$ cat config.mk
export PLATFORM = sky130hd
export DESIGN_NAME = gpio_irq_bank
export DESIGN_NICKNAME = d
export VERILOG_FILES = /design/src/rtl/gpio_bank_pkg.sv /design/src/rtl/gpio_bank_ctrl.sv /design/src/rtl/gpio_bank_dp.sv /design/src/rtl/gpio_irq_bank.sv
export SDC_FILE = /design/constraint.sdc
export NUM_CORES = 1
export LEC_CHECK = 0
export BUFFER_PORTS_ARGS = -buffer_cell sky130_fd_sc_hd__buf_2
export CAP_MARGIN = 25
export CORE_MARGIN = 5
export CORE_UTILIZATION = 50
export DETAILED_ROUTE_END_ITERATION = 16
export HOLD_SLACK_MARGIN = 0.03
export PLACE_DENSITY_LB_ADDON = 0.05
export SYNTH_ARGS = -nofsm -noshare
export SYNTH_HDL_FRONTEND = slang
export SYNTH_HIERARCHICAL = 1
export SYNTH_SLANG_ARGS = --single-unit
export TNS_END_PERCENT = 100
$ cat constraint.sdc
create_clock -name clk -period 1.65 [get_ports clk]
set_input_delay 0.0825 -clock clk [delete_from_list [all_inputs] [get_ports clk]]
set_output_delay 0.0825 -clock clk [all_outputs]
set_load 0.05 [all_outputs]
$ cat src/rtl/gpio_bank_pkg.sv
package gpio_bank_pkg;
  localparam int BANK_W = 32;
  localparam int HALF_W = BANK_W / 2;

  localparam int OFS_OUT_LO = 0;
  localparam int OFS_OUT_HI = 1;
  localparam int OFS_OUT    = 2;
  localparam int OFS_PIN    = 3;
  localparam int OFS_DIR    = 4;
  localparam int OFS_OEN    = 5;
  localparam int OFS_EN_SET = 6;
  localparam int OFS_EN_CLR = 7;
  localparam int OFS_STS    = 8;
  localparam int OFS_KIND   = 9;
  localparam int OFS_POL    = 10;
  localparam int OFS_BOTH   = 11;

  typedef struct packed {
    logic wrOutLo;
    logic wrOutHi;
    logic wrOut;
    logic wrDir;
    logic wrOen;
    logic wrEnSet;
    logic wrEnClr;
    logic wrStsClr;
    logic wrKind;
    logic wrPol;
    logic wrBoth;
  } ctlStrobes_t;
endpackage

$ cat src/rtl/gpio_bank_ctrl.sv
module gpio_bank_ctrl
  import gpio_bank_pkg::*;
#(
  parameter int ADDR_W = 4
) (
  input  logic [ADDR_W-1:0] addr,
  input  logic              wen,
  output ctlStrobes_t       strobes
);
  logic [31:0] ofs;
  assign ofs = 32'(addr);

  always_comb begin
    strobes          = '0;
    strobes.wrOutLo  = wen && (ofs == OFS_OUT_LO);
    strobes.wrOutHi  = wen && (ofs == OFS_OUT_HI);
    strobes.wrOut    = wen && (ofs == OFS_OUT);
    strobes.wrDir    = wen && (ofs == OFS_DIR);
    strobes.wrOen    = wen && (ofs == OFS_OEN);
    strobes.wrEnSet  = wen && (ofs == OFS_EN_SET);
    strobes.wrEnClr  = wen && (ofs == OFS_EN_CLR);
    strobes.wrStsClr = wen && (ofs == OFS_STS);
    strobes.wrKind   = wen && (ofs == OFS_KIND);
    strobes.wrPol    = wen && (ofs == OFS_POL);
    strobes.wrBoth   = wen && (ofs == OFS_BOTH);
  end
endmodule

$ cat src/rtl/gpio_bank_dp.sv
module gpio_bank_dp
  import gpio_bank_pkg::*;
#(
  parameter int PIN_COUNT = 32,
  parameter int ADDR_W    = 4
) (
  input  logic              clk,
  input  logic              rst_n,
  input  ctlStrobes_t       strobes,
  input  logic [31:0]       wdata,
  input  logic [ADDR_W-1:0] addr,
  input  logic [31:0]       pinIn,
  output logic [31:0]       rdata,
  output logic [31:0]       pinOut,
  output logic [31:0]       pinOe,
  output logic [31:0]       enQ,
  output logic [31:0]       stsQ
);
  localparam logic [BANK_W-1:0] POP_MASK =
    (PIN_COUNT >= BANK_W) ? {BANK_W{1'b1}} : ((BANK_W'(1) << PIN_COUNT) - BANK_W'(1));

  logic [BANK_W-1:0] outQ, dirQ, oenQ, kindQ, polQ, bothQ;
  logic [BANK_W-1:0] syncA, syncB, prevB;
  logic [BANK_W-1:0] hit;
  logic [BANK_W-1:0] halfMerged;

  // per-pin trigger decode
  for (genvar i = 0; i < BANK_W; i++) begin : g_trig
    logic riseEv, fallEv, edgeHit, levelHit;
    assign riseEv   = syncB[i] & ~prevB[i];
    assign fallEv   = ~syncB[i] & prevB[i];
    assign edgeHit  = bothQ[i] ? (riseEv | fallEv) : (polQ[i] ? riseEv : fallEv);
    assign levelHit = polQ[i] ? syncB[i] : ~syncB[i];
    assign hit[i]   = POP_MASK[i] & (kindQ[i] ? edgeHit : levelHit);
  end

  // masked half write: protect bit 1 keeps the latch bit
  always_comb begin
    halfMerged = outQ;
    if (strobes.wrOutLo)
      halfMerged[HALF_W-1:0] = (outQ[HALF_W-1:0] & wdata[BANK_W-1:HALF_W]) |
                               (wdata[HALF_W-1:0] & ~wdata[BANK_W-1:HALF_W]);
    if (strobes.wrOutHi)
      halfMerged[BANK_W-1:HALF_W] = (outQ[BANK_W-1:HALF_W] & wdata[BANK_W-1:HALF_W]) |
                                    (wdata[HALF_W-1:0] & ~wdata[BANK_W-1:HALF_W]);
  end

  always_ff @(posedge clk or negedge rst_n) begin
    if (!rst_n) begin
      outQ  <= '0;
      dirQ  <= '0;
      oenQ  <= '0;
      enQ   <= '0;
      stsQ  <= '0;
      kindQ <= POP_MASK;
      polQ  <= POP_MASK;
      bothQ <= '0;
      syncA <= '0;
      syncB <= '0;
      prevB <= '0;
    end else begin
      syncA <= pinIn & POP_MASK;
      syncB <= syncA;
      prevB <= syncB;
      if (strobes.wrOut)
        outQ <= wdata & POP_MASK;
      else if (strobes.wrOutLo || strobes.wrOutHi)
        outQ <= halfMerged & POP_MASK;
      if (strobes.wrDir)  dirQ  <= wdata & POP_MASK;
      if (strobes.wrOen)  oenQ  <= wdata & POP_MASK;
      if (strobes.wrKind) kindQ <= wdata & POP_MASK;
      if (strobes.wrPol)  polQ  <= wdata & POP_MASK;
      if (strobes.wrBoth) bothQ <= wdata & POP_MASK;
      if (strobes.wrEnSet)
        enQ <= enQ | (wdata & POP_MASK);
      else if (strobes.wrEnClr)
        enQ <= enQ & ~wdata;
      // new events win over a same-cycle clear
      stsQ <= (strobes.wrStsClr ? (stsQ & ~wdata) : stsQ) | hit;
    end
  end

  always_comb begin
    case (32'(addr))
      OFS_OUT_LO, OFS_OUT_HI, OFS_OUT: rdata = outQ;
      OFS_PIN:                         rdata = syncB;
      OFS_DIR:                         rdata = dirQ;
      OFS_OEN:                         rdata = oenQ;
      OFS_EN_SET, OFS_EN_CLR:          rdata = enQ;
      OFS_STS:                         rdata = stsQ;
      OFS_KIND:                        rdata = kindQ;
      OFS_POL:                         rdata = polQ;
      OFS_BOTH:                        rdata = bothQ;
      default:                         rdata = '0;
    endcase
  end

  assign pinOut = outQ;
  assign pinOe  = dirQ & oenQ;
endmodule

$ cat src/rtl/gpio_irq_bank.sv
module gpio_irq_bank
  import gpio_bank_pkg::*;
#(
  parameter int PIN_COUNT = 32,
  parameter int ADDR_W    = 4
) (
  input  logic              clk,
  input  logic              rst_n,
  input  logic [ADDR_W-1:0] addr,
  input  logic [31:0]       wdata,
  input  logic              wen,
  output logic [31:0]       rdata,
  input  logic [31:0]       pinIn,
  output logic [31:0]       pinOut,
  output logic [31:0]       pinOe,
  output logic              irq
);
  ctlStrobes_t strobes;
  logic [31:0] enQ;
  logic [31:0] stsQ;

  gpio_bank_ctrl #(.ADDR_W(ADDR_W)) u_ctrl (
    .addr    (addr),
    .wen     (wen),
    .strobes (strobes)
  );

  gpio_bank_dp #(.PIN_COUNT(PIN_COUNT), .ADDR_W(ADDR_W)) u_dp (
    .clk     (clk),
    .rst_n   (rst_n),
    .strobes (strobes),
    .wdata   (wdata),
    .addr    (addr),
    .pinIn   (pinIn),
    .rdata   (rdata),
    .pinOut  (pinOut),
    .pinOe   (pinOe),
    .enQ     (enQ),
    .stsQ    (stsQ)
  );

  assign irq = |(stsQ & enQ);
endmodule

# After elaboration in Yosys (flattened, before gate mapping)
# Cells that the tools add are included.
# Widths: inputs -> output; s select.
[word_totals]
reg_bits = 352
wordCells = 355
[classes]
n_eq_ne = 11
reduce_logical = 23
bitwise_logic = 173
n_mux = 136
[op_table]
columns = ["op", "n"]
rows = [
  ["$pmux 32 s9", 1],
  ["$mux 32", 5],
  ["$and 32x32->32", 4],
  ["$mux 1", 128],
  ["$and 1x1->1", 64],
  ["$not 1->1", 64],
  ["$or 32x32->32", 2],
  ["$and 16x16->16", 3],
  ["$logic_not 32->1", 1],
  ["$mux 16", 2],
  ["$not 32->32", 1],
  ["$or 1x1->1", 32],
  ["$or 16x16->16", 2],
  ["$reduce_or 32->1", 1],
  ["$eq 4x3->1 const B", 4],
  ["$eq 4x4->1 const B", 4],
  ["$not 16->16", 1],
  ["$logic_and 1x1->1", 11],
  ["$eq 4x2->1 const B", 2],
  ["$reduce_bool 2->1", 4],
  ["$eq 4x1->1 const B", 1],
  ["$logic_not 4->1", 1],
  ["$reduce_and 2->1", 2],
  ["$reduce_or 3->1", 1],
  ["other kinds (2)", 2],
]

# Logic depth before layout (Yosys ltp)
# Gate-level depths: netlist of run 1.
[logic_depth]
depth_word = 6
ltp_mapped = 7
ltp_nobuf = 6

# Modules after synthesis
# Netlist of run 1, hierarchy kept.
[by_module_without_submodules]
columns = ["module", "seq_area_each_um2", "area_each_um2", "cells_per_inst", "n_inst"]
rows = [
  ["gpio_bank_dp", 8888.5, 17351.6, 1557, 1],
  ["gpio_irq_bank", 0.0, 157.7, 21, 1],
  ["gpio_bank_ctrl", 0.0, 90.1, 17, 1],
]

# Worst setup path after synthesis of run 1
# Ideal clock, no wire load.
[synth_timing]
path_kind = "input to output"
start = "in addr[3]"
end = "out rdata[1]"
arrival_ns = 1.729
stages = 6
path_buffers = 4
required_ns = 1.567
path_slack_ns = -0.161
path_cell_list = "buf_2 buf_6 buf_2 clkbuf_1 a21oi_1 o22ai_1"
[synth_between]
elab_chain_cells = 3
[synth_lines]
columns = ["item", "line", "text"]
rows = [
  ["from (decl)", "gpio_irq_bank.sv:9", "input logic [ADDR_W-1:0] addr,"],
  ["$eq 4x2->1 (tied with other cells)", "gpio_bank_dp.sv:84", "case (32'(addr))"],
  ["$reduce_or 3->1 or $reduce_or 2->1 (tied branches)", "gpio_bank_dp.sv:84", ""],
  ["$pmux 32 s9 (*)", "gpio_bank_dp.sv:84", ""],
  ["to (decl)", "gpio_irq_bank.sv:12", "output logic [31:0] rdata,"],
]
# Mark *: on every way between the ends. The rest lies on a longest branch, timed or not.

# Final worst setup path of run 1
[layout_timing]
start = "reg u_dp.stsQ[17]"
end = "out irq"
[layout_between]
elab_chain_cells = 2
[layout_lines]
columns = ["item", "line", "text"]
rows = [
  ["from (decl)", "gpio_bank_dp.sv:17", "output logic [31:0] stsQ"],
  ["from (signal assigned)", "gpio_bank_dp.sv:79", "stsQ <= (strobes.wrStsClr ? (stsQ & ~wdata) : stsQ) | hit;"],
  ["$and 32x32->32", "gpio_irq_bank.sv:42", "assign irq = |(stsQ & enQ);"],
  ["$reduce_or 32->1", "gpio_irq_bank.sv:42", ""],
  ["to (decl)", "gpio_irq_bank.sv:16", "output logic irq"],
]
# No other way between the ends.

==> results of run 1 <==
==> worst max-delay path: cells and delay by family, from the launching register on <==
kind	cells	cell delay (ns)
AOI/OAI and AO/OA	1	0.35
buffers and inverters	1	0.18
DFF	1	0.40
and+or+nand+nor	2	0.77
==> per-stage QoR <==
step	std cells	hold slack (ns)	instance area (um2)	utilization	TNS [ns]
6_report	2481	0.0879	23600	0.681	-8.58
5_1_grt	2481	0.116	23600	0.681	-10.66
4_1_cts	2470	0.0875	23400	0.675	-9.30
3_5_place_dp	2312	0.0793	20700	0.597	-14.43
3_3_place_gp	2312	0.0786	20700	0.597	-12.15
2_1_floorplan	1595	-0.213	17600	-	-0.882
==> final timing paths <==
kind                                startpoint             end  slack (ns)  depth (start not counted)
max in group asynchronous                rst_n  u_dp/kindQ[18]        0.81                          3
worst max register to register  u_dp/syncB[20]   u_dp/stsQ[20]        0.06                          7
worst min-delay path                     rst_n  u_dp/syncA[14]        0.09                          2
worst max-delay path             u_dp/stsQ[17]             irq       -0.69                          4
min in group clk                     pinIn[18]  u_dp/syncA[18]        0.17                          2
worst min register to register   u_dp/syncA[9]   u_dp/syncB[9]        0.35                          0
==> layout by cell type, fill, tap and decap left out, types with 64 or more instances in the layout <==
| cell | n |
|---|---|
| dfrtp_1 | 269 |
| buf_4 | 194 |
| mux2_2 | 170 |
| buf_2 | 132 |
| a21oi_1 | 99 |
| inv_1 | 98 |
| nand2_1 | 97 |
| nor2_1 | 78 |
| dlygate4sd3_1 | 65 |
| ha_1 | 64 |
| dfstp_2 | 64 |
==> power by group <==
group | total [mW] | internal (mW) | switching [mW]
combinational | 7.91 | 3.49 | 4.42
clock | 9.15 | 5.53 | 3.62
sequential | 11.9 | 10.4 | 1.51
==> routing by layer <==
metal  track usage  wire (um)  vias to the layer above
met5             0          0                        -
met4         0.114       2180                        0
met3        0.0496       3880                      125
met2         0.476      27700                      549
met1         0.432      26300                     7326
li1              -          -                     6481
==> cell type report <==
cell class                 count  area [um2]
sequential                   352        8910
clock buffer                  56        1160
clock inverter                16         183
multi-input combinational   1024        8260
timing repair buffer         479        4130
fill                        2615       11000
inverter                      99         372
tap                          455         569
==> what timing repair did <==
| item | 4_1_cts | 5_1_grt |
|---|---|---|
| setup buffers | 26 | 14 |
| hold buffers | 65 | 0 |
| endpoints found under the hold margin | 585 | 0 |
| pin swaps | 45 | 21 |
| setup endpoints to repair | 33 | 44 |
| gates cloned | 0 | 0 |
| gates resized for setup | 156 | 40 |
==> cell families (layout without fill, tap and decap cells) <==
| family | count (synthesis) | count (layout) | synth area share |
|---|---|---|---|
| AOI/OAI and AO/OA | 411 | 411 | 0.164 |
| DFF | 352 | 352 | 0.505 |
| muxes | 199 | 199 | 0.129 |
| adders and majority gates | 64 | 64 | 0.0455 |
| and+or+nand+nor | 318 | 318 | 0.0880 |
| xor gates and xnor gates | 32 | 32 | 0.0159 |
| buffers and inverters | 219 | 650 | 0.0521 |
==> run_results.csv, run 1 <==
group,metric,value,unit
die,start_util,0.508,
die,dieWidth,198,um
sta,period_share,1.42,
clocking,cts_sinks,352,
sta,grt_setup_unrepaired,"yes",
grt,grt_pass1_wl,90.9,mm
final_layout,num_antenna_cells,0,
sta,max-slew-margin-rel,0.632,
synthesis,synth_edf_count,0,
synthesis,netlist_top_cells_area,"dfrtp_1 (41%), mux2_2 (11%), dfstp_2 (9.6%)",
placed_design,io_buffers,167,
clocking,clock_path_buffers,3,
die,dieArea,0.0391,mm2
synthesis,netlist_area,0.0176,mm2
power,p_leak,10.6,nW
synthesis,synthCells,1595,
die,rows,68,
synthesis,ys_seq_elements,352,
worst_setup_path,cp.required,1.57,ns
route,dr.first_iter.drc_count,1083,
worst_setup_path,crit_type,"reg -> out",
sta,setup_ws,-0.691,ns
synthesis,ys_types,56,
power,p_total,28.9,mW
route,wl_per_cell,24.2,um
status,violations,"setup timing",
final_layout,nNetsFinal,2131,
grt,overflow,0,
synthesis,synthFlopType,"dfrtp_1",
placed_design,place_hpwl,42.2,mm
grt,antenna_found_initial,0,
synthesis,yosysMostFrequentCell,"dfrtp_1",
die,dieHeight,198,um
run,max_cap_viol_count,0,
synthesis,synthArstFlopShare,1.00,
clocking,clkLatencyLatePin,0.56,ns
die,coreArea,0.0346,mm2
grt,grt_pass1_vias,14700,
die,io_pins,168,
sta,finalSetupViolations,33,
route,drc,0,
sta,fmax,427,MHz
status,outcome,"finished, violations left",
clocking,cts-root-buf,"clkbuf_16",
grt,track_usage,0.305,
route,ant_nets,0,
clocking,cts_tree,"yes",
route,wirelength,60.0,mm
clocking,cts_made_buffers,40,
worst_setup_path,startpoint_type,"register",
worst_setup_path,crit_chain,"a22oi_1 -> nand4_1 -> or4_4 -> buf_6",
worst_setup_path,critPathMaxStageDelay,0.56,ns
placed_design,pre_cts_ws,-0.379,ns
synthesis,synth_common_cells,"dfrtp_1 (288), mux2_2 (176), a21oi_1 (107)",
route,drt_pre_antenna_iters,6,
synthesis,synth_nets,1730,
route,viasPerCell,5.84,
sta,tightest_slew,0.552,ns
route,vias,14500,
worst_setup_path,arrival,2.26,ns
sta,finalClockSkew,0.00865,ns
sta,fin_crit,2.34,ns
sta,finalHoldViolations,0,
clocking,clk_pin_slew_worst_paths,0.06,ns
synthesis,ys_warn_count,6,
final_layout,area_delta_synth_final,34.0,%
worst_setup_path,slowest_stage,"or4_4",
clocking,htreeDepth,2,
synthesis,syn_area_per_cell,11.0,um2
final_layout,drive_gt1_frac,0.411,
power,power.density,1230,mW/mm2
synthesis,synth.top_cell.area_share,0.409,
hold_path,hold_path.class,"in -> async",
power,ir_drop,1.00,mV
worst_setup_path,crit_path_end_kind,"output port",
synthesis,synth_largest_area_cell,"dfrtp_1",
synthesis,yosysSeqAreaShare,0.505,
worst_setup_path,cp_max_fo,2,
grt,grt_max_degree,57,
sta,drv_slew,0,
placed_design,place.gp.congestion,0.970,
No activity file was read; power rests on OpenSTA's default activity.
==> inputs of run 2 (changes only) <==
CTS_CLUSTER_DIAMETER = 100   (was default)
MAX_ROUTING_LAYER = met4   (was default)
==> run 2 against run 1 <==
  * The flow still finishes with violations (setup timing)
  * Highest routed layer unchanged
  * Sequential power hardly changed
  * Wire length is 0.44% higher
  * Clock power is 5.1% lower
==> run_results.csv, run 2 (same netlist as run 1, synthesis figures left out) <==
group,metric,value,unit
clocking,cts_sinks,352,
route,dr.first_iter.drc_count,1299,
final_layout,num_antenna_cells,0,
power,power.density,1210,mW/mm2
sta,max-slew-margin-rel,0.585,
placed_design,place_hpwl,41.9,mm
power,power.internal,19.0,mW
route,drt_pre_antenna_iters,7,
sta,grt_setup_unrepaired,"yes",
clocking,clkLatencyLatePin,0.55,ns
clocking,cts_made_buffers,40,
sta,tightest_slew,0.623,ns
route,wirelength,60.3,mm
worst_setup_path,critPathMaxStageDelay,0.57,ns
grt,overflow,0,
worst_setup_path,slowest_stage,"or4_4",
route,viasPerCell,5.86,
die,start_util,0.508,
route,drc,0,
die,io_pins,168,
power,seqPwrFrac,0.416,
clocking,htreeDepth,2,
worst_setup_path,crit_buf_inv,2,
sta,fin_setup_tns,-8.47,ns
clocking,clock_path_buffers,3,
sta,finalHoldViolations,0,
power,combPwrFrac,0.279,
final_layout,layout_common_cells,"dfrtp_1 (276), buf_4 (209), mux2_2 (172), buf_2 (132)",
clocking,cts_tree,"yes",
worst_setup_path,worst-path-stages,5,
worst_setup_path,crit_path_end_kind,"output port",
final_layout,seqCellArea,0.00890,mm2
sta,finalClockSkew,0.0110,ns
worst_setup_path,r2r_start,"u_dp/syncB[24]",
placed_design,io_buffers,167,
worst_setup_path,startpoint_type,"register",
worst_setup_path,crit_chain,"a22oi_2 -> buf_4 -> nand4_1 -> or4_4 -> buf_6",
final_layout,layout_commonest_cell,"dfrtp_1",
worst_setup_path,arrival,2.26,ns
final_layout,final.fill_count,2654,
grt,grt_max_degree,74,
worst_setup_path,worstSetupEndpoint,"irq",
sta,setup_ws,-0.696,ns
final_layout,fin_area,0.0236,mm2
die,rows,68,
die,dieWidth,198,um
status,violations,"setup timing",
sta,drv_slew,0,
route,ant_nets,0,
sta,period_share,1.42,
worst_setup_path,cp_max_fo,2,
clocking,clk_pin_slew_worst_paths,0.06,ns
worst_setup_path,reg2reg_depth,8,
final_layout,nNetsFinal,2143,
placed_design,place.gp.congestion,0.904,
power,p_leak,10.6,nW
route,vias,14600,
grt,track_usage,0.315,
grt,grt_pass1_vias,14600,
grt,grt_pass1_wl,89.9,mm
final_layout,multi_input_area,0.00828,mm2
die,coreArea,0.0346,mm2
worst_setup_path,r2r-end,"u_dp/stsQ[24]",
sta,finalSetupViolations,33,
power,clkPwrFrac,0.304,
hold_path,hold_path.class,"in -> reg",
worst_setup_path,cp.required,1.57,ns
placed_design,place_area,0.0206,mm2
die,dieArea,0.0391,mm2
clocking,cts-root-buf,"clkbuf_16",
status,outcome,"finished, violations left",
power,p_sw,9.53,mW
worst_setup_path,crit_family,"simple AND/OR/NAND/NOR gates",
die,dieHeight,198,um
worst_setup_path,reg2reg_slack,0.04,ns
final_layout,area_delta_synth_final,33.9,%
power,ir_drop,1.08,mV
power,p_sw_frac,0.334,
route,wl_per_cell,24.2,um
grt,antenna_found_initial,0,
final_layout,drive_gt1_frac,0.411,
run,max_cap_viol_count,0,
sta,fin_crit,2.35,ns
sta,fmax,426,MHz
worst_setup_path,crit_type,"reg -> out",
[run 2: cell types whose count changed in the layout (fill, tap and decap cells not counted), sizes merged]
| cell | before | now |
|---|---|---|
| bufinv | 4 | 0 |
| buf | 414 | 426 |
| clkbuf | 56 | 60 |
[run 2: power by group through the flow]
| stage | clock network (mW) | logic [mW] | registers [mW] |
|---|---|---|---|
| floorplan | 0 | 3.97 | 12.2 |
| global placement | 0 | 6.92 | 11.9 |
| detailed placement | 0 | 7.02 | 12.0 |
| CTS | 8.83 | 7.73 | 11.8 |
| global route | 9.18 | 8.46 | 12.1 |
| finish | 8.68 | 7.96 | 11.9 |
[run 2: layout make-up]
class,count,area share
flip-flops and latches,352,0.378
multi-input cells,1024,0.351
repair buffers,491,0.177
clock buffers,60,0.0517
well taps,455,0.0242
inverters,99,0.0158
clock inverters,12,0.00266
[run 2: worst min path at each step]
stage / startpoint / to / slack [ns] / cells past startpoint
detailed placement: rst_n / u_dp/oenQ[14] / -0.004 / 1
global route: pinIn[27] / u_dp/syncA[27] / 0.17 / 2
global placement: rst_n / u_dp/oenQ[14] / -0.002 / 1
finish: pinIn[25] / u_dp/syncA[25] / 0.17 / 2
CTS: pinIn[28] / u_dp/syncA[28] / 0.14 / 2
floorplan: rst_n / asynchronous set/reset pin / -0.21 / 0
[run 2: per-layer routing]
layer,up-vias,track usage,part of all wire
met5,-,-,0
met4,0,0.113,0.037
met3,124,0.0605,0.080
met2,621,0.476,0.46
met1,7337,0.428,0.42
li1,6522,-,-
[run 2: per-stage QoR]
stage | std cells | power (mW) | hold WS [ns] | setup WS, ns | util
CTS | 2481 | 28.4 | 0.136 | -0.717 | 0.672
global route | 2493 | 29.7 | 0.175 | -0.745 | 0.680
floorplan | 1595 | 16.1 | -0.213 | -0.161 | -
global placement | 2318 | 18.8 | -0.00186 | -0.369 | 0.596
detailed placement | 2318 | 19.0 | -0.00381 | -0.382 | 0.596
finish | 2493 | 28.5 | 0.168 | -0.696 | 0.680
[run 2: repair_timing]
action / 4_1_cts / 5_1_grt
pin swaps: 48 / 18
gates cloned: 0 / 0
endpoints found under the hold margin: 590 / 0
buffers inserted: 31 / 14
endpoints found under the setup margin: 33 / 43
resized for setup: 148 / 41
hold buffers: 66 / 0
==> inputs of run 3 (changes only) <==
BUFFER_PORTS_ARGS = default   (was -buffer_cell sky130_fd_sc_hd__buf_2)
DONT_BUFFER_PORTS = 1   (was default)
==> run 3 against run 2 <==
  * The flow finishes with violations (hold timing, setup timing)
  * Power down 1.7%
  * Combinational power shrank 5.2%
  * Sequential share of layout area up 1.8 points
  * Critical path depth stayed put
  * Sequential power about the same
  * Critical path type unchanged
  * Largest cell class unchanged
  * Highest routed layer unchanged
==> run_results.csv, run 3 (same netlist as run 1, synthesis figures left out) <==
group,metric,value,unit
status,outcome,"finished, violations left",
status,violations,"hold timing, setup timing",
sta,fin_setup_tns,-8.22,ns
placed_design,place.gp.congestion,0.877,
placed_design,dp.cells,2113,
sta,fmax,438,MHz
power,ir_drop,0.939,mV
worst_setup_path,critPathMaxStageDelay,0.53,ns
power,power.density,1250,mW/mm2
final_layout,final.fill_count,2743,
sta,finalSetupViolations,34,
clocking,clock_path_buffers,3,
final_layout,multi_input_area,0.00828,mm2
route,wl_per_cell,25.5,um
die,start_util,0.508,
die,dieArea,0.0391,mm2
clocking,cts_sinks,352,
worst_setup_path,crit_family,"simple AND/OR/NAND/NOR gates",
clocking,clk_pin_slew_worst_paths,0.06,ns
sta,finalClockSkew,0.0203,ns
grt,grt_max_degree,353,
run,max_cap_viol_count,0,
sta,drv_slew,0,
die,coreArea,0.0346,mm2
final_layout,seqCellArea,0.00891,mm2
worst_setup_path,arrival,2.20,ns
clocking,htreeDepth,2,
final_layout,final_cell_count_no_fill,2301,
worst_setup_path,crit_type,"reg -> out",
worst_setup_path,crit_path_end_kind,"output port",
sta,holdWs,-0.760,ns
grt,antenna_found_initial,5,
grt,overflow,0,
die,rows,68,
die,dieWidth,198,um
sta,setup_ws,-0.633,ns
route,drt_pre_antenna_iters,5,
clocking,cts_made_buffers,40,
grt,grt_pass1_vias,13600,
hold_path,hold_path.class,"in -> async",
final_layout,layout_common_cells,"dfrtp_1 (269), mux2_2 (171), buf_4 (155), a21oi_1 (100)",
route,drc,0,
worst_setup_path,cp_max_fo,3,
worst_setup_path,cp.required,1.57,ns
sta,finalHoldViolations,352,
sta,tightest_slew,0.916,ns
sta,period_share,1.38,
worst_setup_path,crit_chain,"a22oi_2 -> buf_4 -> nand4_1 -> or4_4 -> buf_6",
die,io_pins,168,
clocking,cts_tree,"yes",
clocking,clkLatencyLatePin,0.55,ns
sta,fin_crit,2.28,ns
sta,max-slew-margin-rel,0.389,
final_layout,area_delta_synth_final,27.8,%
worst_setup_path,startpoint_type,"register",
sta,grt_setup_unrepaired,"yes",
clocking,cts-root-buf,"clkbuf_16",
final_layout,nNetsFinal,1947,
placed_design,io_buffers,0,
route,ant_nets,0,
grt,track_usage,0.304,
worst_setup_path,crit_buf_inv,2,
final_layout,layout_commonest_cell,"dfrtp_1",
placed_design,place_hpwl,38.1,mm
worst_setup_path,slowest_stage,"or4_4",
route,vias,13800,
route,wirelength,58.8,mm
final_layout,drive_gt1_frac,0.351,
power,p_leak,9.76,nW
route,viasPerCell,6.00,
die,dieHeight,198,um
clocking,hold_buffers,67,
route,dr.first_iter.drc_count,1191,
grt,grt_pass1_wl,87.4,mm
==> run 3: cell types whose count changed in the layout (fill, tap and decap cells not counted), sizes merged <==
cell	change
dlygate4sd3	+2
clkinv	-4
buf	-202
clkbuf	+7
bufinv	+1
diode	+4
==> run 3: layout make-up <==
| cell class | count | share of cell area |
|---|---|---|
| Sequential cell | 352 | 0.396 |
| Tap cell | 455 | 0.0253 |
| Clock buffer | 63 | 0.0538 |
| Clock inverter | 9 | 0.00323 |
| Inverter | 99 | 0.0165 |
| Multi-Input combinational cell | 1024 | 0.368 |
| Timing Repair Buffer | 295 | 0.136 |
| Antenna cell | 4 | 0.000445 |
==> run 3: layer usage <==
metal	share of wire	wire length, um	global-route usage	up-vias
met5	0	0	-	-
met4	0.029	1720	0.0936	0
met3	0.081	4760	0.0561	99
met2	0.46	27300	0.463	512
met1	0.43	25000	0.417	7058
li1	-	-	-	6138
==> run 3: power breakdown <==
part           switching, mW  internal, mW  total (mW)  leakage (nW)
combinational           4.11          3.44        7.55          5.12
clock                   3.53          5.17        8.70         0.633
sequential              1.38          10.4        11.8          4.01
total                   9.02          19.0        28.0          9.76
==> run 3: repair_timing <==
item / 4_1_cts / 5_1_grt
setup buffers: 33 / 19
pin swaps: 39 / 26
resized for setup: 88 / 69
hold endpoints to repair: 640 / 352
setup endpoints to repair: 33 / 49
==> run 3: worst paths after layout <==
kind / slack (ns) / end / from / depth (start not counted)
max: -0.63 / irq / u_dp/stsQ[14] / 5
min: -0.76 / u_dp/syncB[13] / rst_n / 0
min in group clk: 0.08 / u_dp/syncA[24] / pinIn[24] / 1
max reg2reg: -0.04 / u_dp/stsQ[22] / u_dp/syncB[22] / 8
max in group asynchronous: 1.60 / u_dp/syncB[10] / rst_n / 0
min reg2reg: 0.33 / u_dp/syncB[8] / u_dp/syncA[8] / 0
==> run 3: stage by stage <==
stage               instance area [um2]  setup slack (ns)   util  total power, mW
floorplan                         17600            -0.161      -             16.1
global placement                  19600            -0.168  0.567             18.3
detailed placement                19600            -0.151  0.567             18.5
CTS                               22100            -0.657  0.638             27.9
global route                      22500            -0.689  0.649             29.2
finish                            22500            -0.633  0.649             28.0
